`config.mk`:
```
export PLATFORM = sky130hd
export DESIGN_NAME = irq_share_agg
export DESIGN_NICKNAME = d
export VERILOG_FILES = /design/src/rtl/irq_share_pkg.sv /design/src/rtl/irq_level_track.sv /design/src/rtl/irq_prio_pick.sv /design/src/rtl/irq_line_count.sv /design/src/rtl/irq_share_agg.sv
export SDC_FILE = /design/constraint.sdc
export NUM_CORES = 1
export LEC_CHECK = 0
export BUFFER_PORTS_ARGS = -buffer_cell sky130_fd_sc_hd__buf_2
export CORE_ASPECT_RATIO = 1.5
export CORE_UTILIZATION = 43
export CTS_CLUSTER_SIZE = 10
export DETAILED_ROUTE_END_ITERATION = 16
export HOLD_SLACK_MARGIN = 0.08
export PLACE_DENSITY_LB_ADDON = 0.1
export SLEW_MARGIN = 15
export SYNTH_ARGS = -nofsm -noshare
export SYNTH_HDL_FRONTEND = slang
export SYNTH_SLANG_ARGS = --single-unit
```
`constraint.sdc`:
```
create_clock -name clk -period 11.2 [get_ports clk]
set_input_delay 1.12 -clock clk [delete_from_list [all_inputs] [get_ports clk]]
set_output_delay 1.12 -clock clk [all_outputs]
set_load 0.03 [all_outputs]
```
`src/rtl/irq_share_pkg.sv`:
```
package irq_share_pkg;

  localparam int unsigned PINS_PER_SLOT = 4;

  // Line reached by a source: (slot + pin) modulo the number of lines.
  function automatic int unsigned line_of(input int unsigned src,
                                          input int unsigned nout);
    return ((src / PINS_PER_SLOT) + (src % PINS_PER_SLOT)) % nout;
  endfunction

endpackage

```
`src/rtl/irq_level_track.sv`:
```
module irq_level_track #(
  parameter int unsigned NSRC = 128,
  parameter int unsigned IW   = 7
) (
  input  logic            clk,
  input  logic            rst_n,
  input  logic [NSRC-1:0] lvl,
  input  logic            take_vld,
  input  logic [IW-1:0]   take_idx,
  output logic [NSRC-1:0] differ
);

  logic [NSRC-1:0] seen_q;
  logic [NSRC-1:0] seen_d;

  always_comb begin
    seen_d = seen_q;
    if (take_vld) seen_d[take_idx] = lvl[take_idx];
  end

  always_ff @(posedge clk or negedge rst_n) begin
    if (!rst_n) seen_q <= '0;
    else if (take_vld) seen_q <= seen_d;
  end

  assign differ = lvl ^ seen_q;

  // the stored copy moves to the live level of the accepted source
  p_copy_follows_r5: assert property (@(posedge clk) disable iff (!rst_n)
    take_vld |=> seen_q[$past(take_idx)] == $past(lvl[take_idx]));

  // nothing accepted, stored copy untouched
  p_copy_hold_r5: assert property (@(posedge clk) disable iff (!rst_n)
    !take_vld |=> $stable(seen_q));

endmodule

```
`src/rtl/irq_prio_pick.sv`:
```
module irq_prio_pick #(
  parameter int unsigned N  = 128,
  parameter int unsigned IW = 7
) (
  input  logic [N-1:0]  req,
  output logic [N-1:0]  gnt,
  output logic [IW-1:0] idx,
  output logic          vld
);

  always_comb begin
    idx = '0;
    for (int i = N - 1; i >= 0; i--) begin
      if (req[i]) idx = IW'(i);
    end
    vld = |req;
    gnt = vld ? (N'(1) << idx) : '0;
  end

endmodule

```
`src/rtl/irq_line_count.sv`:
```
module irq_line_count #(
  parameter int unsigned CW = 6
) (
  input  logic clk,
  input  logic rst_n,
  input  logic bump_up,
  input  logic bump_dn,
  output logic line_on,
  output logic wrap_err
);

  logic [CW-1:0] cnt_q, cnt_d;
  logic          err_q, err_d;
  logic          full, empty;

  assign full  = (cnt_q == {CW{1'b1}});
  assign empty = (cnt_q == '0);

  always_comb begin
    cnt_d = cnt_q;
    err_d = err_q;
    if (bump_up) begin
      if (full) err_d = 1'b1;
      else      cnt_d = cnt_q + 1'b1;
    end else if (bump_dn) begin
      if (empty) err_d = 1'b1;
      else       cnt_d = cnt_q - 1'b1;
    end
  end

  always_ff @(posedge clk or negedge rst_n) begin
    if (!rst_n) begin
      cnt_q <= '0;
      err_q <= 1'b0;
    end else if (bump_up || bump_dn) begin
      cnt_q <= cnt_d;
      err_q <= err_d;
    end
  end

  assign line_on  = |cnt_q;
  assign wrap_err = err_q;

  // accepted rise adds one
  p_step_up_r3: assert property (@(posedge clk) disable iff (!rst_n)
    (bump_up && !full) |=> cnt_q == $past(cnt_q) + 1'b1);

  // accepted fall removes one
  p_step_dn_r3: assert property (@(posedge clk) disable iff (!rst_n)
    (bump_dn && !empty) |=> cnt_q == $past(cnt_q) - 1'b1);

  // a rise always leaves the line asserted
  p_rise_on_r1: assert property (@(posedge clk) disable iff (!rst_n)
    bump_up |=> line_on);

  // no event, no counter motion
  p_idle_hold_r5: assert property (@(posedge clk) disable iff (!rst_n)
    (!bump_up && !bump_dn) |=> $stable(cnt_q));

  // a correctly sized counter never wraps
  p_no_overflow_r7: assert property (@(posedge clk) disable iff (!rst_n)
    !(bump_up && full) && !(bump_dn && empty));

endmodule

```
`src/rtl/irq_share_agg.sv`:
```
module irq_share_agg
  import irq_share_pkg::*;
#(
  parameter int unsigned NSLOT = 32,
  parameter int unsigned NOUT  = 4
) (
  input  logic               clk,
  input  logic               rst_n,
  input  logic [NSLOT*4-1:0] pin_level,
  output logic [NSLOT*4-1:0] pin_ack,
  output logic [NOUT-1:0]    irq_out,
  output logic               count_err
);

  localparam int unsigned NSRC   = NSLOT * PINS_PER_SLOT;
  localparam int unsigned IW     = (NSRC > 1) ? $clog2(NSRC) : 1;
  localparam int unsigned PER_LN = (NSRC + NOUT - 1) / NOUT;
  localparam int unsigned CW     = $clog2(PER_LN + 1);

  // Asynchronous assert, synchronous release.
  logic [1:0] rst_sync_q;
  logic       core_rst_n;

  always_ff @(posedge clk or negedge rst_n) begin
    if (!rst_n) rst_sync_q <= 2'b00;
    else        rst_sync_q <= {rst_sync_q[0], 1'b1};
  end
  assign core_rst_n = rst_sync_q[1];

  logic [NSRC-1:0] pending;
  logic [NSRC-1:0] grant;
  logic [IW-1:0]   grant_idx;
  logic            grant_vld;
  logic            grant_lvl;

  irq_level_track #(.NSRC(NSRC), .IW(IW)) u_track (
    .clk      (clk),
    .rst_n    (core_rst_n),
    .lvl      (pin_level),
    .take_vld (grant_vld),
    .take_idx (grant_idx),
    .differ   (pending)
  );

  irq_prio_pick #(.N(NSRC), .IW(IW)) u_pick (
    .req (pending),
    .gnt (grant),
    .idx (grant_idx),
    .vld (grant_vld)
  );

  assign grant_lvl = pin_level[grant_idx];
  assign pin_ack   = grant;

  logic [NOUT-1:0] line_hit;
  logic [NOUT-1:0] wrap_err;

  always_comb begin
    for (int k = 0; k < NOUT; k++) begin
      line_hit[k] = grant_vld &&
                    (line_of(int'(grant_idx), NOUT) == k);
    end
  end

  for (genvar k = 0; k < NOUT; k++) begin : g_line
    irq_line_count #(.CW(CW)) u_cnt (
      .clk      (clk),
      .rst_n    (core_rst_n),
      .bump_up  (line_hit[k] && grant_lvl),
      .bump_dn  (line_hit[k] && !grant_lvl),
      .line_on  (irq_out[k]),
      .wrap_err (wrap_err[k])
    );
  end

  assign count_err = |wrap_err;

  // never more than one acceptance per clock
  p_ack_onehot_r4: assert property (@(posedge clk) disable iff (!core_rst_n)
    $onehot0(pin_ack));

  // no lower-index change waits behind the accepted one
  p_ack_lowest_r4: assert property (@(posedge clk) disable iff (!core_rst_n)
    (|pin_ack) |-> ((pending & (pin_ack - 1'b1)) == '0));

  // lines are low while the core is held in reset
  p_reset_quiet_r6: assert property (@(posedge clk)
    !core_rst_n |=> (irq_out == '0) || !$past(core_rst_n, 1) == 1'b0);

endmodule

```
# Yosys cells after proc, flatten, opt, wreduce, memory -nomap -nowiden
# Cells that the tools add are included.
# W data, S select, Z words.
# totals
reg_bits	158
output_inout_bits	133
elab_cells	253
# classes
addsub	9
order_cmp	2
n_eq_ne	19
shifts	1
muxes	166
bitwise	1
reduce_logical	45
# ops
operator	count
$mux W7	128
$bwmux W128	1
$mux W128	1
$reduce_or A128 Y1	1
$shl A1 B7 Y128 const A	1
$xor A128 B128 Y128	1
$mux W6	16
$logic_not A32 Y1	1
$reduce_and A4 Y1	8
$add A6 B1 Y6 const B	4
$eq A6 B6 Y1 const B	4
$logic_not A6 Y1	4
$reduce_or A6 Y1	4
$sub A6 B1 Y6 const B	4
$mux W1	18
$ne A2 B2 Y1 const B	8
$reduce_bool A2 Y1	8
$logic_and A1 B1 Y1	13
$lt A7 B8 Y1 const B	1
$ne A2 B1 Y1 const B	4
$bmux W1 S7	1
$demux W1 S7	1
$ge A7 B1 Y1 const B	1
$eq A2 B2 Y1 const B	2
5 further kinds	8

# Depth between registers and ports, before layout
# logic_depth
ltp_word	135
depth_mapped	27
ltp_nobuf	23

# Cells and area by module
# A second synthesis with hierarchy kept.
# unflattened
cells_unflattened	1577
area_unflattened_um2	14315.0
# by_module_without_submodules
module	n_inst	cells_each	area_per_inst_um2	seq_area_each_um2
irq_level_track	1	729	7713.6	3203.1
irq_prio_pick	1	519	3149.3	0.0
irq_line_count	4	43	481.7	175.2
irq_share_agg	1	157	1525.2	50.0

# Least setup slack after synthesis
# OpenSTA, ideal clock, no wires.
# synth_path
path_kind	in2reg
startpoint	input pin_level[12]
endpoint	register g_line[0].u_cnt.cnt_q[5]
t_arrival_ps	6241
slack_ps	4836
cell_stages	24
cell_sequence	xor2_1 or4_1 nor4_2 o21ai_1 a2111o_1 nand2_2 inv_4 nand4_1 o21a_1 or4b_1 o221ai_1 o2111ai_1 nor4b_4 buf_4 buf_2 nand2_1 ha_1 a21o_1 a21oi_1 o21bai_1 a21oi_1 and3_1 mux2i_1 xnor2_1
# synth_via
elab_chain_len	20
elab_cells_between_ends	29
# synth_lines
element	line	rtl
start, declared	irq_share_agg.sv:9	input logic [NSLOT*4-1:0] pin_level,
$xor A128 B128 Y128	irq_level_track.sv:26	assign differ = lvl ^ seen_q;
$mux W7 (13 in series)	irq_prio_pick.sv:14	if (req[i]) idx = IW'(i);
$bmux W1 S7 / $add A2 B2 Y2 (equally long branches)	irq_share_agg.sv:52, irq_share_pkg.sv:8	
$mux W1 (implied by the code) / $logic_not A32 Y1 (equally long branches)	irq_share_agg.sv:52, irq_share_agg.sv:61	
$logic_not A1 Y1 / $logic_and A1 B1 Y1 (equally long branches)	irq_share_agg.sv:70, irq_share_agg.sv:60	
$logic_and A1 B1 Y1, on equally long branches	irq_share_agg.sv:70, irq_share_agg.sv:69	
$reduce_bool A2 Y1 (no line), or another cell as far along	n/a	
$reduce_and A4 Y1 (no line)	n/a	
end signal, assigned	irq_line_count.sv:36	cnt_q <= cnt_d;
end, declared	irq_line_count.sv:12	logic [CW-1:0] cnt_q, cnt_d;
# Several ways; a longest one is shown, not always the timed one. The select of a mux whose other input is x is not followed.
# A chain may end at the register's enable or synchronous reset.

# Final worst setup path
# layout_path
startpoint	input pin_level[28]
endpoint	register g_line[0].u_cnt.cnt_q[5]
# layout_via
elab_chain_len	36
elab_cells_between_ends	45
# layout_lines
element	line
$xor A128 B128 Y128	irq_level_track.sv:26
$mux W7 (29 in series)	irq_prio_pick.sv:14
$bmux W1 S7 / $add A2 B2 Y2 (equally long branches)	irq_share_agg.sv:52, irq_share_pkg.sv:8
$mux W1 (implied by the code) / $logic_not A32 Y1 (equally long branches)	irq_share_agg.sv:52, irq_share_agg.sv:61
$logic_not A1 Y1 / $logic_and A1 B1 Y1 (equally long branches)	irq_share_agg.sv:70, irq_share_agg.sv:60
$logic_and A1 B1 Y1, on equally long branches	irq_share_agg.sv:70, irq_share_agg.sv:69
$reduce_bool A2 Y1 (no line), or another cell as far along	n/a
$reduce_and A4 Y1 (no line)	n/a
# Several ways; a longest one is shown, not always the timed one. The select of a mux whose other input is x is not followed.

==> insert_results.sql <==
INSERT INTO impl_metrics (metric_group, metric, value, unit) VALUES
('logic_synthesis', 'number_of_enable_type_register_cells_in_the_synthesized_netlist', '0', ''),
('floorplanning', 'floorplan.io_pins', '263', ''),
('floorplanning', 'floorplan.initialDensity', '43.66', '%'),
('setup_path', 'regToRegStartpoint', 'u_track.seen_q[28]', ''),
('final_layout', 'fill_cells', '2654', ''),
('cts', 'post_cts_hold_buffer_count', '0', ''),
('power', 'total_switching_power', '1.092', 'mW'),
('sta', 'tns', '0', 'ps'),
('grt', 'global_route.usage.total', '35.77', '%'),
('cts', 'clk-insertion-delay-late', '450', 'ps'),
('power', 'clockPowerShare', '24.1', '%'),
('detailed_routing', 'via_count', '11900', ''),
('final_layout', 'nNetsFinal', '1700', ''),
('logic_synthesis', 'yosys_most_used_dff', 'sky130_fd_sc_hd__dfrtp_1', ''),
('logic_synthesis', 'synth.most_common_cell', 'sky130_fd_sc_hd__nor2_1', ''),
('place', 'dp_hpwl', '39500', 'µm'),
('power', 'ir_worst_vdd', '0.0002078', 'V'),
('sta', 'slew_violations', '0', ''),
('detailed_routing', 'routedWlPerCell', '26.40', 'µm'),
('outcome', 'status', 'complete, no violations', ''),
('run', 'cap_violations', '0', ''),
('power', 'p_leak', '6.677', 'nW'),
('floorplanning', 'floorplan.die_area', '0.02832', 'mm²'),
('logic_synthesis', 'synth.area.top_cells', 'sky130_fd_sc_hd__dfrtp_1, sky130_fd_sc_hd__mux2_2, sky130_fd_sc_hd__xnor2_1', ''),
('setup_path', 'ff2ff_path_depth', '22', ''),
('floorplanning', 'chipWidth', '137.7', 'µm'),
('sta', 'fmaxAchievable', '0.1140', 'GHz'),
('power', 'power.switching_fraction', '43.44', '%'),
('floorplanning', 'placement_rows', '74', ''),
('logic_synthesis', 'cell_variety_after_synth', '83', ''),
('detailed_routing', 'first_iter_violations', '873', ''),
('detailed_routing', 'dr.pass1.iters', '7', ''),
('detailed_routing', 'vias_per_cell', '6.243', ''),
('detailed_routing', 'drtAntennaViolNets', '0', ''),
('cts', 'post-cts-setup-buffer-count', '0', ''),
('cts', 'ctsResizeCount', '0', ''),
('grt', 'total_overflow_reported_by_the_global_router', '0', ''),
('sta', 'clock_skew', '11.11', 'ps'),
('logic_synthesis', 'yosysWarningCount', '0', ''),
('floorplanning', 'design.core.area', '0.02722', 'mm²'),
('grt', 'maximum_number_of_pins_on_one_net_before_global_route_repair', '77', ''),
('detailed_routing', 'drc_errors', '0', ''),
('grt', 'grt_antenna_before_repair', '2', ''),
('detailed_routing', 'route.final.wire_length', '50320', 'µm'),
('logic_synthesis', 'count_of_state_elements_after_synthesis', '158', ''),
('final_layout', 'proportion_of_layout_cells_with_a_drive_suffix_above_1', '29.39', '%'),
('power', 'seqPwrFrac', '28.0', '%'),
('cts', 'tritoncts.num_buffers', '17', ''),
('logic_synthesis', 'asyncSetResetFlopFracSynth', '100.0', '%'),
('setup_path', 'r2r-end', 'g_line[0].u_cnt.cnt_q[5]', ''),
('worst_hold_path', 'holdCritPathClass', 'flop to async pin', ''),
('logic_synthesis', 'synth_fp_nets', '1452', ''),
('cts', 'htreeDepth', '4', ''),
('logic_synthesis', 'synth_cells', '1301', ''),
('cts', 'clkSinkCount', '158', ''),
('setup_path', 'ff2ff_setup_slack', '2780', 'ps'),
('setup_path', 'timing.critical_path.fanout_max', '69', ''),
('sta', 'post-route-min-period', '8773', 'ps'),
('power', 'internal_power', '1.422', 'mW'),
('sta', 'tightest_slew', '1102', 'ps'),
('logic_synthesis', 'synthesis.area_per_instance', '9.134', 'µm²'),
('power', 'power.total', '2.515', 'mW'),
('place', 'gp_weighted_congestion', '1.032', ''),
('sta', 'layout_worst_path_cycle_share', '78.33', '%'),
('logic_synthesis', 'synth.cells.most_frequent', 'sky130_fd_sc_hd__nor2_1, sky130_fd_sc_hd__dfrtp_1, sky130_fd_sc_hd__mux2_2', ''),
('logic_synthesis', 'synth_sequential_area_ratio', '33.27', '%'),
('grt', 'grt_first_pass_wirelength', '72290', 'µm'),
('place', 'port_buffers', '262', ''),
('sta', 'setup_viol_count_final', '0', ''),
('logic_synthesis', 'mappedNetlistArea', '0.01188', 'mm²'),
('cts', 'cts.root.buffer_cell', 'sky130_fd_sc_hd__clkbuf_16', '');
state kept, by name, indices dropped and copies added, names as in the netlist:
register,count
g_line.u_cnt.wrap_err,4
g_line.u_cnt.cnt_q,24
u_track.seen_q,128
rst_sync_q,2
worst max-delay path by stage:
stage | start | end | slack [ps] | cells after the start
CTS | pin_level[28] | g_line[0].u_cnt.cnt_q[5] | 2650 | 23
detailed placement | pin_level[28] | g_line[0].u_cnt.cnt_q[5] | 2210 | 23
floorplan | pin_level[12] | g_line[0].u_cnt.cnt_q[5] | 4840 | 24
finish | pin_level[28] | g_line[0].u_cnt.cnt_q[5] | 2430 | 23
global placement | pin_level[28] | g_line[0].u_cnt.cnt_q[5] | 2310 | 23
global route | pin_level[30] | g_line[2].u_cnt.cnt_q[5] | 2060 | 23
final cells by class:
cell class / instances / area (µm²) / area share [%]
clock buffer: 18 / 439.2 / 3.105
multi-input combinational: 1061 / 7596 / 53.71
antenna: 2 / 5.005 / 0.03539
timing repair buffer: 279 / 1439 / 10.17
clock inverter: 14 / 155.1 / 1.097
tap: 342 / 427.9 / 3.026
inverter: 32 / 122.6 / 0.8670
sequential: 158 / 3958 / 27.98
metrics by stage:
| stage | util, % | cell area [µm²] | setup WS, ps | hold slack (ps) | instances |
|---|---|---|---|---|---|
| 2_1_floorplan | - | 11880 | 4836 | 331.2 | 1301 |
| 3_3_place_gp | 49.75 | 13540 | 2308 | 155.1 | 1872 |
| 3_5_place_dp | 49.75 | 13540 | 2210 | 152.7 | 1872 |
| 4_1_cts | 51.94 | 14140 | 2646 | 158.9 | 1904 |
| 5_1_grt | 51.95 | 14140 | 2061 | 175.8 | 1906 |
| 6_report | 51.95 | 14140 | 2427 | 148.0 | 1906 |
routing by layer:
layer  wire length, µm  track usage (%)  up-vias  share of wire, %
met5                 0                0        -                 0
met4              3707            24.92        0               7.4
met3              3633            6.529      196               7.2
met2             24880            60.45      691                49
met1             18090            40.19     5783                36
li1                  -                -     5230                 -
power groups by stage:
stage	combinational, mW	sequential (mW)	clock, mW
after CTS	1.19	0.706	0.614
after detailed placement	1.19	0.715	0
after global routing	1.31	0.716	0.635
after global placement	1.17	0.716	0
final	1.20	0.705	0.605
after floorplan	0.853	0.705	0
worst max-delay path, cell delays in order:
cell,delay [ps]
sky130_fd_sc_hd__buf_2,130
sky130_fd_sc_hd__xnor2_1,220
sky130_fd_sc_hd__o21ai_0,120
sky130_fd_sc_hd__a2111oi_0,890
sky130_fd_sc_hd__o211ai_1,150
sky130_fd_sc_hd__o21ai_1,650
sky130_fd_sc_hd__and2_1,690
sky130_fd_sc_hd__nand2_1,470
sky130_fd_sc_hd__nand2_1,790
sky130_fd_sc_hd__o22ai_1,180
sky130_fd_sc_hd__o41ai_1,690
sky130_fd_sc_hd__a31oi_1,240
sky130_fd_sc_hd__nor4b_4,310
sky130_fd_sc_hd__buf_4,630
sky130_fd_sc_hd__nand2_1,320
sky130_fd_sc_hd__ha_1,380
sky130_fd_sc_hd__a21o_1,170
sky130_fd_sc_hd__a21oi_1,220
sky130_fd_sc_hd__o21bai_1,90
sky130_fd_sc_hd__a21oi_1,180
sky130_fd_sc_hd__and3_1,170
sky130_fd_sc_hd__mux2i_1,80
sky130_fd_sc_hd__xnor2_1,160
layout by cell type (no fill, tap or decap), types with 9 or more instances in the layout:
| master | instances |
|---|---|
| sky130_fd_sc_hd__mux2_1 | 16 |
| sky130_fd_sc_hd__xor2_1 | 79 |
| sky130_fd_sc_hd__buf_4 | 17 |
| sky130_fd_sc_hd__a2111oi_0 | 10 |
| sky130_fd_sc_hd__a211oi_1 | 14 |
| sky130_fd_sc_hd__nand2_1 | 93 |
| sky130_fd_sc_hd__a31oi_1 | 15 |
| sky130_fd_sc_hd__nor4_1 | 17 |
| sky130_fd_sc_hd__mux2_2 | 129 |
| sky130_fd_sc_hd__xnor2_1 | 103 |
| sky130_fd_sc_hd__dfrtp_1 | 157 |
| sky130_fd_sc_hd__o21ai_0 | 33 |
| sky130_fd_sc_hd__clkbuf_16 | 17 |
| sky130_fd_sc_hd__nor3_1 | 23 |
| sky130_fd_sc_hd__o211ai_1 | 16 |
| sky130_fd_sc_hd__o2111ai_1 | 13 |
| sky130_fd_sc_hd__nand4_1 | 26 |
| sky130_fd_sc_hd__inv_1 | 30 |
| sky130_fd_sc_hd__buf_2 | 262 |
| sky130_fd_sc_hd__ha_1 | 17 |
| sky130_fd_sc_hd__a21o_1 | 13 |
| sky130_fd_sc_hd__nor2_1 | 194 |
| sky130_fd_sc_hd__o21bai_1 | 9 |
| sky130_fd_sc_hd__a21oi_1 | 36 |
| sky130_fd_sc_hd__mux2i_1 | 22 |
| sky130_fd_sc_hd__nand3_1 | 42 |
logic make-up (layout without fill, tap and decap cells):
kind of cell               count (synthesis)  in the layout  synth area share, %
and+or+nand+nor                          455            455                17.94
other                                      1              3              0.03156
AOI/OAI and AO/OA                        235            235                14.33
muxes                                    167            167                15.59
xor gates and xnor gates                 182            182                13.41
adders and majority gates                 21             21                2.464
DFF                                      158            158                33.27
buffers and inverters                     82            343                2.958
Note: power is estimated with default switching activity, not from simulation.
